<file path="src/rtl/pfd_pkg.sv">
package pfd_pkg;

    typedef enum logic [1:0] {
        ST_IDLE = 2'd0,
        ST_UP   = 2'd1,
        ST_DN   = 2'd2,
        ST_OVL  = 2'd3
    } pfd_state_t;

    // Overlap length in sample cycles for a given code.
    function automatic int unsigned abl_len(input int unsigned base,
                                            input int unsigned step,
                                            input int unsigned code);
        return base + step * code;
    endfunction

endpackage

</file>
<file path="src/rtl/pfd_edge_sync.sv">
module pfd_edge_sync #(
    parameter int unsigned STAGES = 2
) (
    input  logic clk,
    input  logic rst,
    input  logic async_in,
    output logic rise
);
    logic [STAGES-1:0] chain;
    logic              last;

    always_ff @(posedge clk) begin
        if (rst) begin
            chain <= '0;
            last  <= 1'b0;
        end else begin
            chain <= {chain[STAGES-2:0], async_in};
            last  <= chain[STAGES-1];
        end
    end

    assign rise = chain[STAGES-1] & ~last;
endmodule

</file>
<file path="src/rtl/pfd_abl_timer.sv">
module pfd_abl_timer
    import pfd_pkg::*;
#(
    parameter int unsigned CODE_W = 2,
    parameter int unsigned BASE   = 2,
    parameter int unsigned STEP   = 2
) (
    input  logic              clk,
    input  logic              rst,
    input  logic              start,
    input  logic              active,
    input  logic [CODE_W-1:0] code,
    output logic              done
);
    localparam int unsigned MAX_LEN = abl_len(BASE, STEP, (1 << CODE_W) - 1);
    localparam int unsigned CNT_W   = $clog2(MAX_LEN + 1);

    logic [CNT_W-1:0] cnt;
    logic [CNT_W-1:0] lim;

    always_ff @(posedge clk) begin
        if (rst) begin
            cnt <= '0;
            lim <= '0;
        end else if (start) begin
            cnt <= '0;
            lim <= CNT_W'(abl_len(BASE, STEP, int'(code)) - 1);
        end else if (active) begin
            cnt <= cnt + 1'b1;
        end else begin
            cnt <= '0;
        end
    end

    assign done = active && (cnt == lim);
endmodule

</file>
<file path="src/rtl/pfd_antibacklash.sv">
module pfd_antibacklash
    import pfd_pkg::*;
#(
    parameter int unsigned CODE_W      = 2,
    parameter int unsigned BASE_LEN    = 2,
    parameter int unsigned STEP_LEN    = 2,
    parameter int unsigned SYNC_STAGES = 2
) (
    input  logic              clk,
    input  logic              rst,
    input  logic              ref_clk,
    input  logic              fb_clk,
    input  logic [CODE_W-1:0] abl_code,
    output logic              up,
    output logic              dn
);
    localparam int unsigned N_IN = 2;

    logic [N_IN-1:0] raw_in;
    logic [N_IN-1:0] edge_seen;
    logic            ref_rise;
    logic            fb_rise;
    logic            ovl_start;
    logic            ovl_done;

    pfd_state_t state_q;
    pfd_state_t state_d;

    assign raw_in = {fb_clk, ref_clk};

    for (genvar g = 0; g < N_IN; g++) begin : g_in
        pfd_edge_sync #(.STAGES(SYNC_STAGES)) u_sync (
            .clk      (clk),
            .rst      (rst),
            .async_in (raw_in[g]),
            .rise     (edge_seen[g])
        );
    end

    assign ref_rise = edge_seen[0];
    assign fb_rise  = edge_seen[1];

    // Next-state logic
    always_comb begin
        state_d = state_q;
        unique case (state_q)
            ST_IDLE: begin
                if (ref_rise && fb_rise) state_d = ST_OVL;
                else if (ref_rise)       state_d = ST_UP;
                else if (fb_rise)        state_d = ST_DN;
            end
            ST_UP:   if (fb_rise)  state_d = ST_OVL;
            ST_DN:   if (ref_rise) state_d = ST_OVL;
            ST_OVL:  if (ovl_done) state_d = ST_IDLE;
            default: state_d = ST_IDLE;
        endcase
    end

    // State register
    always_ff @(posedge clk) begin
        if (rst) state_q <= ST_IDLE;
        else     state_q <= state_d;
    end

    assign ovl_start = (state_d == ST_OVL) && (state_q != ST_OVL);

    pfd_abl_timer #(
        .CODE_W (CODE_W),
        .BASE   (BASE_LEN),
        .STEP   (STEP_LEN)
    ) u_timer (
        .clk    (clk),
        .rst    (rst),
        .start  (ovl_start),
        .active (state_q == ST_OVL),
        .code   (abl_code),
        .done   (ovl_done)
    );

    // Output decode
    always_comb begin
        up = 1'b0;
        dn = 1'b0;
        unique case (state_q)
            ST_IDLE: ;
            ST_UP:   up = 1'b1;
            ST_DN:   dn = 1'b1;
            ST_OVL:  begin up = 1'b1; dn = 1'b1; end
            default: ;
        endcase
    end
endmodule

</file>
<file path="config.mk">
export PLATFORM = sky130hd
export DESIGN_NAME = pfd_antibacklash
export DESIGN_NICKNAME = d
export VERILOG_FILES = /design/src/rtl/pfd_pkg.sv /design/src/rtl/pfd_edge_sync.sv /design/src/rtl/pfd_abl_timer.sv /design/src/rtl/pfd_antibacklash.sv
export SDC_FILE = /design/constraint.sdc
export NUM_CORES = 1
export LEC_CHECK = 0
export BUFFER_PORTS_ARGS = -buffer_cell sky130_fd_sc_hd__clkbuf_2
export CAP_MARGIN = 20
export CELL_PAD_IN_SITES_DETAIL_PLACEMENT = 1
export CELL_PAD_IN_SITES_GLOBAL_PLACEMENT = 1
export CORE_AREA = 5 5 42 44
export CTS_BUF_LIST = sky130_fd_sc_hd__clkbuf_2 sky130_fd_sc_hd__clkbuf_4 sky130_fd_sc_hd__clkbuf_8
export CTS_CLUSTER_DIAMETER = 100
export DETAILED_ROUTE_END_ITERATION = 16
export DIE_AREA = 0 0 47 49
export PLACE_DENSITY = 0.88
export SLEW_MARGIN = 25
export SYNTH_ARGS = -nofsm -noshare
export SYNTH_HDL_FRONTEND = slang
export SYNTH_SLANG_ARGS = --single-unit
export TNS_END_PERCENT = 50
</file>
<file path="constraint.sdc">
create_clock -name clk -period 2 [get_ports clk]
set_input_delay 0.2 -clock clk [delete_from_list [all_inputs] [get_ports clk]]
set_output_delay 0.2 -clock clk [all_outputs]
set_load 0.05 [all_outputs]
</file>
==> impl_metrics.tcl, run 1 <==
set metrics [dict create \
    outcome "finished clean" \
    final_antenna_net_count 0 \
    die_h_um 49 \
    synth-seq-area-share_pct 52.52 \
    ys.flop_type "dfxtp_1" \
    fin_nets 68 \
    drv_cap 0 \
    fmax_mhz 815.4 \
    ir_drop_mv 0.4227 \
    holdBufCountCts 0 \
    place_ws_ns 1.024 \
    endpoint_kind "output pin" \
    synth.most_common_cell "dfxtp_1" \
    grt_max_degree 17 \
    yosysWarningCount 0 \
    placed_cells 72 \
    initial_utilization_pct 40.80 \
    maxSlewHeadroom_pct 81.78 \
    cp.buffers_inverters 1 \
    syn_inst 52 \
    drt-met1-wl_um 430 \
    fin_tns_setup_ns 0 \
    critical_path_class "reg -> out" \
    synthTopCellsByArea "dfxtp_1 53%, nor2b_1 6.6%, xnor2_1 6.1%" \
    rows 14 \
    synth_area_leader_cell "dfxtp_1" \
    finalCritPeriodShare_pct 61.32 \
    insertion_delay_ns 0.28 \
    async_reset_ff_share_pct 0 \
    slowest_delay_ns 0.43 \
    grt_pass1_wl_um 1538 \
    rsz0062_at_grt "false" \
    first_pass_iters 4 \
    die-area_um2 2303 \
    finalHoldViolCount 0 \
    total_leakage_power_nw 0.2839 \
    r2r_start "g_in[0].u_sync.chain[1]" \
    finalWirelength_um 861 \
    core_area_um2 1401 \
    arrival_ns 1.03 \
    met2_length_um 363 \
    cts_tree "yes" \
    powerDensity_nw_per_um2 809.7 \
    via_per_inst 4.776 \
    path_max_fanout 5 \
    clkSinkCount 15 \
    top_layer_used "met4" \
    finalSetupViolations 0 \
    netlist_area_um2 571.8 \
    holdPathEnd "g_in[0].u_sync.chain[0]" \
    hold_class "in -> reg" \
    fin_hold_ws_ns 0.1227 \
    drt-initial-drc-count 6 \
    ys_top_cells_by_count "15 x dfxtp_1, 6 x nor2b_1, 4 x nand2b_1, 4 x nor2_1, 4 x xnor2_1" \
    antenna_found_initial 0 \
    post-cts-setup-buffers 0 \
    via_count 363 \
    place_hpwl_um 622.4 \
    gp_congestion 0.6326 \
    hold_path_depth 2 \
    ys_seq_elements 15 \
    reg2reg_to "u_timer.lim[0]" \
    synth_nets 59 \
    slowest_stage "dfxtp_1" \
    critical_path.top_delay_family "flip-flops" \
    num-fill-cells 171 \
    clk_path_buf_depth 2 \
    io_buffers 7 \
    period_minus_slack_ns 1.226 \
    cts_resized 0 \
    tightestPinTransition_ns 0.2733 \
    grt_pass1_vias 374 \
    wl_met3_um 24 \
    clockRootBuffer "clkbuf_4" \
    fin_ws_ns 0.7736 \
    min_from "ref_clk" \
    overflow 0 \
    die_w_um 47 \
    cts.clk_slew.worst_paths_ns 0.09 \
    path_cells "clkbuf_2" \
    cts_made_buffers 3 \
    drive_gt1_share_pct 25.00 \
    rr_worst_depth 3 \
    final_max_slew_viol_count 0 \
    worstPathRequired_ns 1.80 \
    ys_types 20 \
    stdcell_area_um2 641.9 \
    stdcell_count 76 \
    start_kind "register" \
    drc 0 \
    synth_edf_count 0 \
    syn_to_final_growth_pct 12.25 \
    io_pins 8 \
    fin_skew_ns 0.006251 \
    placed_area_um2 614.3 \
    avgRoutedWirePerCell_um 11.33 \
    insertedDiodeCount 0 \
    grt_usage_pct 9.703 \
    rrSetupSlack_ns 1.01 \
    synth.top_cell.area_share_pct 52.52 \
    synth.avg_cell_area_um2 11.00 \
    htree_num_levels 1 \
]
## logic make-up (layout without fill, tap and decap cells)
| group | after synthesis | after routing | share of synthesized area [%] |
|---|---|---|---|
| xor gates and xnor gates | 5 | 5 | 7.658 |
| adders and majority gates | 1 | 1 | 2.188 |
| AOI/OAI and AO/OA | 3 | 3 | 7.002 |
| buffers and inverters | 3 | 11 | 2.188 |
| DFF | 15 | 15 | 52.52 |
| and+or+nand+nor | 23 | 23 | 24.94 |
| muxes | 2 | 2 | 3.501 |
## metrics by stage
step / power, mW / util (%)
global route: 0.5475 / 45.80
floorplan: 0.3487 / -
global placement: 0.3580 / 43.84
finish: 0.5197 / 45.80
detailed placement: 0.3589 / 43.84
CTS: 0.5276 / 45.80
## sequential cells by signal, indices dropped and copies added, names as in the netlist
signal             cells
g_in.u_sync.chain      4
u_timer.cnt            4
state_q                2
u_timer.lim            3
g_in.u_sync.last       2
## layer usage
layer | up-vias | global-route usage (%)
li1 | 185 | -
met1 | 169 | 13.20
met2 | 5 | 10.86
met3 | 4 | 3.321
met4 | 0 | 9.677
met5 | - | 0
## cell usage in the layout (no fill, tap or decap)
| master | n |
|---|---|
| nor2b_4 | 1 |
| nand3_1 | 1 |
| clkbuf_2 | 7 |
| dfxtp_1 | 15 |
| nor2b_2 | 1 |
| nor3b_1 | 1 |
| mux2i_1 | 2 |
| and3b_1 | 1 |
| a41o_1 | 1 |
| nand2_2 | 1 |
| clkbuf_4 | 3 |
| o21ba_1 | 1 |
| nor2_1 | 4 |
| nor2b_1 | 6 |
| xor2_1 | 1 |
| nor3_1 | 3 |
| ha_1 | 1 |
| xnor2_1 | 4 |
| o221a_4 | 1 |
| clkinv_2 | 1 |
| nand2b_1 | 4 |
## worst max-delay path by stage
stage                endpoint  depth (start not counted)               startpoint  slack (ns)
2_1_floorplan              dn                          1               state_q[1]        0.95
3_3_place_gp   u_timer.lim[0]                          3  g_in[0].u_sync.chain[1]        1.05
3_5_place_dp   u_timer.lim[0]                          3  g_in[0].u_sync.chain[1]        1.02
4_1_cts                    dn                          1               state_q[1]        0.75
5_1_grt                    dn                          1               state_q[1]        0.70
6_report                   dn                          1               state_q[1]        0.77
## area by class of cell
class,instances,area [µm²],share of cell area [%]
tap,16,20.02,3.119
clock buffer,3,22.52,3.509
multi-input combinational,34,259.0,40.35
clock inverter,1,5.005,0.7797
timing repair buffer,7,35.03,5.458
sequential,15,300.3,46.78
## power breakdown
group          switching, mW  internal (mW)
Sequential           0.00653          0.307
Clock                 0.0943         0.0742
Combinational         0.0201         0.0172
Total                  0.121          0.399
Note: power is estimated with default switching activity, not from simulation.
==> run 2: changes to the inputs <==
CORE_AREA = default   (was 5 5 42 44)
CORE_MARGIN = 5   (was default)
CORE_UTILIZATION = 44   (was default)
DIE_AREA = default   (was 0 0 47 49)
PLACE_DENSITY = 0.9   (was 0.88)
clock period = 1.2 ns   (was 2 ns; I/O delays follow)
==> impl_metrics.tcl, run 2 (synthesis results as in run 1) <==
set metrics [dict create \
    critical_path.top_delay_family "flip-flops" \
    antenna_found_initial 0 \
    cts_made_buffers 3 \
    worstPathRequired_ns 1.08 \
    grt_usage_pct 11.68 \
    slowest_delay_ns 0.43 \
    clkSinkCount 15 \
    arrival_ns 1.01 \
    rrSetupSlack_ns 0.21 \
    via_count 358 \
    slowest_stage "dfxtp_1" \
    total_power_mw 0.8899 \
    endpoint_kind "output pin" \
    drc 0 \
    place_hpwl_um 740.1 \
    io_buffers 7 \
    finalWirelength_um 942 \
    fin_hold_ws_ns 0.05386 \
    gp_congestion 0.6280 \
    insertion_delay_ns 0.28 \
    total_leakage_power_nw 0.2853 \
    hold_path_depth 2 \
    period_minus_slack_ns 1.134 \
    rsz0062_at_grt "false" \
    htree_num_levels 1 \
    ir_drop_mv 0.7766 \
    first_pass_iters 1 \
    drt-initial-drc-count 0 \
    fmax_mhz 881.5 \
    final_max_slew_viol_count 0 \
    maxSlewHeadroom_pct 81.48 \
    powerDensity_nw_per_um2 1384 \
    insertedDiodeCount 0 \
    die_w_um 46.05 \
    path_cells "clkbuf_2" \
    grt_pass1_vias 386 \
    tightestPinTransition_ns 0.2779 \
    path_max_fanout 5 \
    drv_cap 0 \
    holdBufCountCts 0 \
    fin_nets 68 \
    cts_tree "yes" \
    stdcell_count 75 \
    rr_worst_depth 3 \
    reg2reg_to "state_q[0]" \
    clockRootBuffer "clkbuf_4" \
    io_pins 8 \
    fin_skew_ns 0.004502 \
    cp.buffers_inverters 1 \
    via_per_inst 4.773 \
    reg.largest.list "g_in.u_sync.chain x4, u_timer.cnt x4, u_timer.lim x3" \
    rows 13 \
    cts.clk_slew.worst_paths_ns 0.08 \
    initial_utilization_pct 45.07 \
    fin_tns_setup_ns 0 \
    holdPathEnd "g_in[0].u_sync.chain[0]" \
    core_area_um2 1269 \
    grt_max_degree 17 \
    overflow 0 \
    placed_cells 71 \
    drive_gt1_share_pct 25.00 \
    die-area_um2 2121 \
    syn_to_final_growth_pct 12.47 \
    die_h_um 46.05 \
    start_kind "register" \
    final_antenna_net_count 0 \
    finalHoldViolCount 0 \
    min_from "ref_clk" \
    grt_pass1_wl_um 1690 \
    critical_path_class "reg -> out" \
    clk_path_buf_depth 2 \
    final_common_cell "dfxtp_1" \
    hold_class "in -> reg" \
    mostFrequentLayoutCells "15 x dfxtp_1, 6 x nor2b_1, 6 x clkbuf_2" \
    finalSetupViolations 0 \
    finalCritPeriodShare_pct 94.54 \
    outcome "finished clean" \
    r2r_start "state_q[0]" \
    final_util_pct 50.69 \
    avgRoutedWirePerCell_um 12.56 \
]
-- run 2: changes by cell type in the layout (fill, tap and decap cells not counted), sizes merged --
cell and delta:
clkinv -1, buf +1
-- run 2: area by class of cell --
type / count / area (µm²)
fillers: 142 / 625.6
repair buffers: 7 / 35.03
clock buffers: 4 / 30.03
multi-input cells: 34 / 259.0
well taps: 15 / 18.77
flip-flops and latches: 15 / 300.3
-- run 2: worst max-delay path by stage --
stage	startpoint	to	cells past startpoint
after floorplan	state_q[1]	dn	1
after global placement	state_q[0]	state_q[0]	3
after detailed placement	state_q[0]	state_q[0]	3
after CTS	state_q[1]	dn	1
after global routing	state_q[0]	up	1
final	state_q[0]	up	1
-- run 2: power by group --
part / internal [mW] / switching, mW
clock: 0.151 / 0.152
sequential: 0.512 / 0.0110
combinational: 0.0287 / 0.0345
total: 0.693 / 0.197
-- run 2: per-layer routing --
metal	global-route usage, %	vias to the layer above	routed length [µm]
met5	0	-	0
met2	18.41	5	451
met3	4.688	2	40
met1	13.84	164	439
li1	-	187	-
met4	5.114	0	12
-- run 2: per-stage QoR --
stage	area, µm²	setup WS, ns
after global placement	613.1	0.2411
final	643.1	0.06554
after floorplan	571.8	0.2296
after detailed placement	613.1	0.2133
after global routing	643.1	0.01764
after CTS	643.1	0.03707
-- run 2: timing repair --
action                     CTS  global route
setup buffers                0             0
gates resized for setup      0             1
setup endpoints to repair    0             1
hold endpoints to repair     0             0
==> run 3: changes to the inputs <==
SETUP_SLACK_MARGIN = 0.15   (was default)
==> impl_metrics.tcl, run 3 (synthesis results as in run 1) <==
set metrics [dict create \
    grt_pass1_wl_um 1676 \
    drt-initial-drc-count 0 \
    antenna_found_initial 0 \
    drc 0 \
    critical_path.top_delay_family "flip-flops" \
    slowest_stage "dfxtp_2" \
    place_ws_ns 0.2133 \
    outcome "finished clean" \
    critical_path_class "reg -> out" \
    fin_tns_setup_ns 0 \
    grt_max_degree 17 \
    clk_path_buf_depth 2 \
    period_minus_slack_ns 0.9852 \
    via_per_inst 4.813 \
    io_pins 8 \
    finalSetupViolations 0 \
    path_cells "clkbuf_8" \
    slowest_delay_ns 0.39 \
    r2r_start "state_q[0]" \
    total_power_mw 0.8935 \
    avgRoutedWirePerCell_um 12.55 \
    htree_num_levels 1 \
    overflow 0 \
    clockRootBuffer "clkbuf_4" \
    grt_pass1_vias 384 \
    first_pass_iters 1 \
    cts_made_buffers 3 \
    clkSinkCount 15 \
    gp_congestion 0.6280 \
    die_h_um 46.05 \
    fin_nets 68 \
    initial_utilization_pct 45.07 \
    powerDensity_nw_per_um2 1347 \
    stdcell_count 75 \
    syn_to_final_growth_pct 15.97 \
    reg.largest.list "g_in.u_sync.chain x4, u_timer.cnt x4, u_timer.lim x3" \
    arrival_ns 0.87 \
    min_from "fb_clk" \
    die_w_um 46.05 \
    final_max_slew_viol_count 0 \
    endpoint_kind "output pin" \
    hold_class "in -> reg" \
    die-area_um2 2121 \
    cts.clk_slew.worst_paths_ns 0.09 \
    rsz0062_at_grt "false" \
    cts_tree "yes" \
    stdcell_area_um2 663.1 \
    placed_cells 71 \
    start_kind "register" \
    crit_start "state_q[1]" \
    path_max_fanout 5 \
    maxSlewHeadroom_pct 81.02 \
    core_area_um2 1269 \
    insertion_delay_ns 0.28 \
    cp.buffers_inverters 1 \
    insertedDiodeCount 0 \
    io_buffers 7 \
    finalWirelength_um 941 \
    rows 13 \
    final_common_cell "dfxtp_1" \
    worstPathRequired_ns 1.08 \
    drv_cap 0 \
    total_leakage_power_nw 0.2901 \
    final_antenna_net_count 0 \
    final_util_pct 52.27 \
    fin_hold_ws_ns 0.05682 \
    grt_usage_pct 11.59 \
    place_hpwl_um 740.1 \
    fin_ws_ns 0.2148 \
    placed_area_um2 613.1 \
    tightestPinTransition_ns 0.2847 \
    mostFrequentLayoutCells "13 x dfxtp_1, 6 x nor2b_1, 5 x clkbuf_2" \
    drive_gt1_share_pct 28.33 \
    finalHoldViolCount 0 \
    via_count 361 \
    fmax_mhz 1015 \
    finalCritPeriodShare_pct 82.10 \
    ir_drop_mv 0.7663 \
    fin_skew_ns 0.006741 \
]
run 3: cell count changes in the layout (fill, tap and decap cells not counted):
cell,change
clkbuf_2,-1
buf_2,-1
dfxtp_2,+2
dfxtp_1,-2
clkbuf_8,+2
run 3: final timing paths:
path                        endpoint  slack [ns]  depth (start not counted)
max reg2reg               state_q[0]        0.22                          3
max                               dn        0.21                          1
min reg2reg  g_in[1].u_sync.chain[1]        0.44                          1
min          g_in[1].u_sync.chain[0]        0.06                          2
run 3: power breakdown:
group	switching [mW]	internal, mW
clock	0.148	0.151
sequential	0.0116	0.513
combinational	0.0346	0.0342
run 3: cell type report:
type                            count  area (µm²)
Multi-Input combinational cell     34       259.0
Clock buffer                        4       30.03
Tap cell                           15       18.77
Timing Repair Buffer                7       52.55
Fill cell                         136       605.6
Sequential cell                    15       302.8
run 3: per-layer routing:
| layer | wire length (µm) | share of wire [%] | global-route usage (%) |
|---|---|---|---|
| met2 | 450 | 48 | 18.41 |
| met4 | 12 | 1.3 | 5.114 |
| met5 | 0 | 0 | 0 |
| met3 | 36 | 3.8 | 4.688 |
| met1 | 441 | 47 | 13.57 |
run 3: what timing repair did:
action / 4_1_cts / 5_1_grt
setup buffers: 0 / 0
hold buffers: 0 / 0
setup endpoints to repair: 2 / 2
resized for setup: 5 / 1
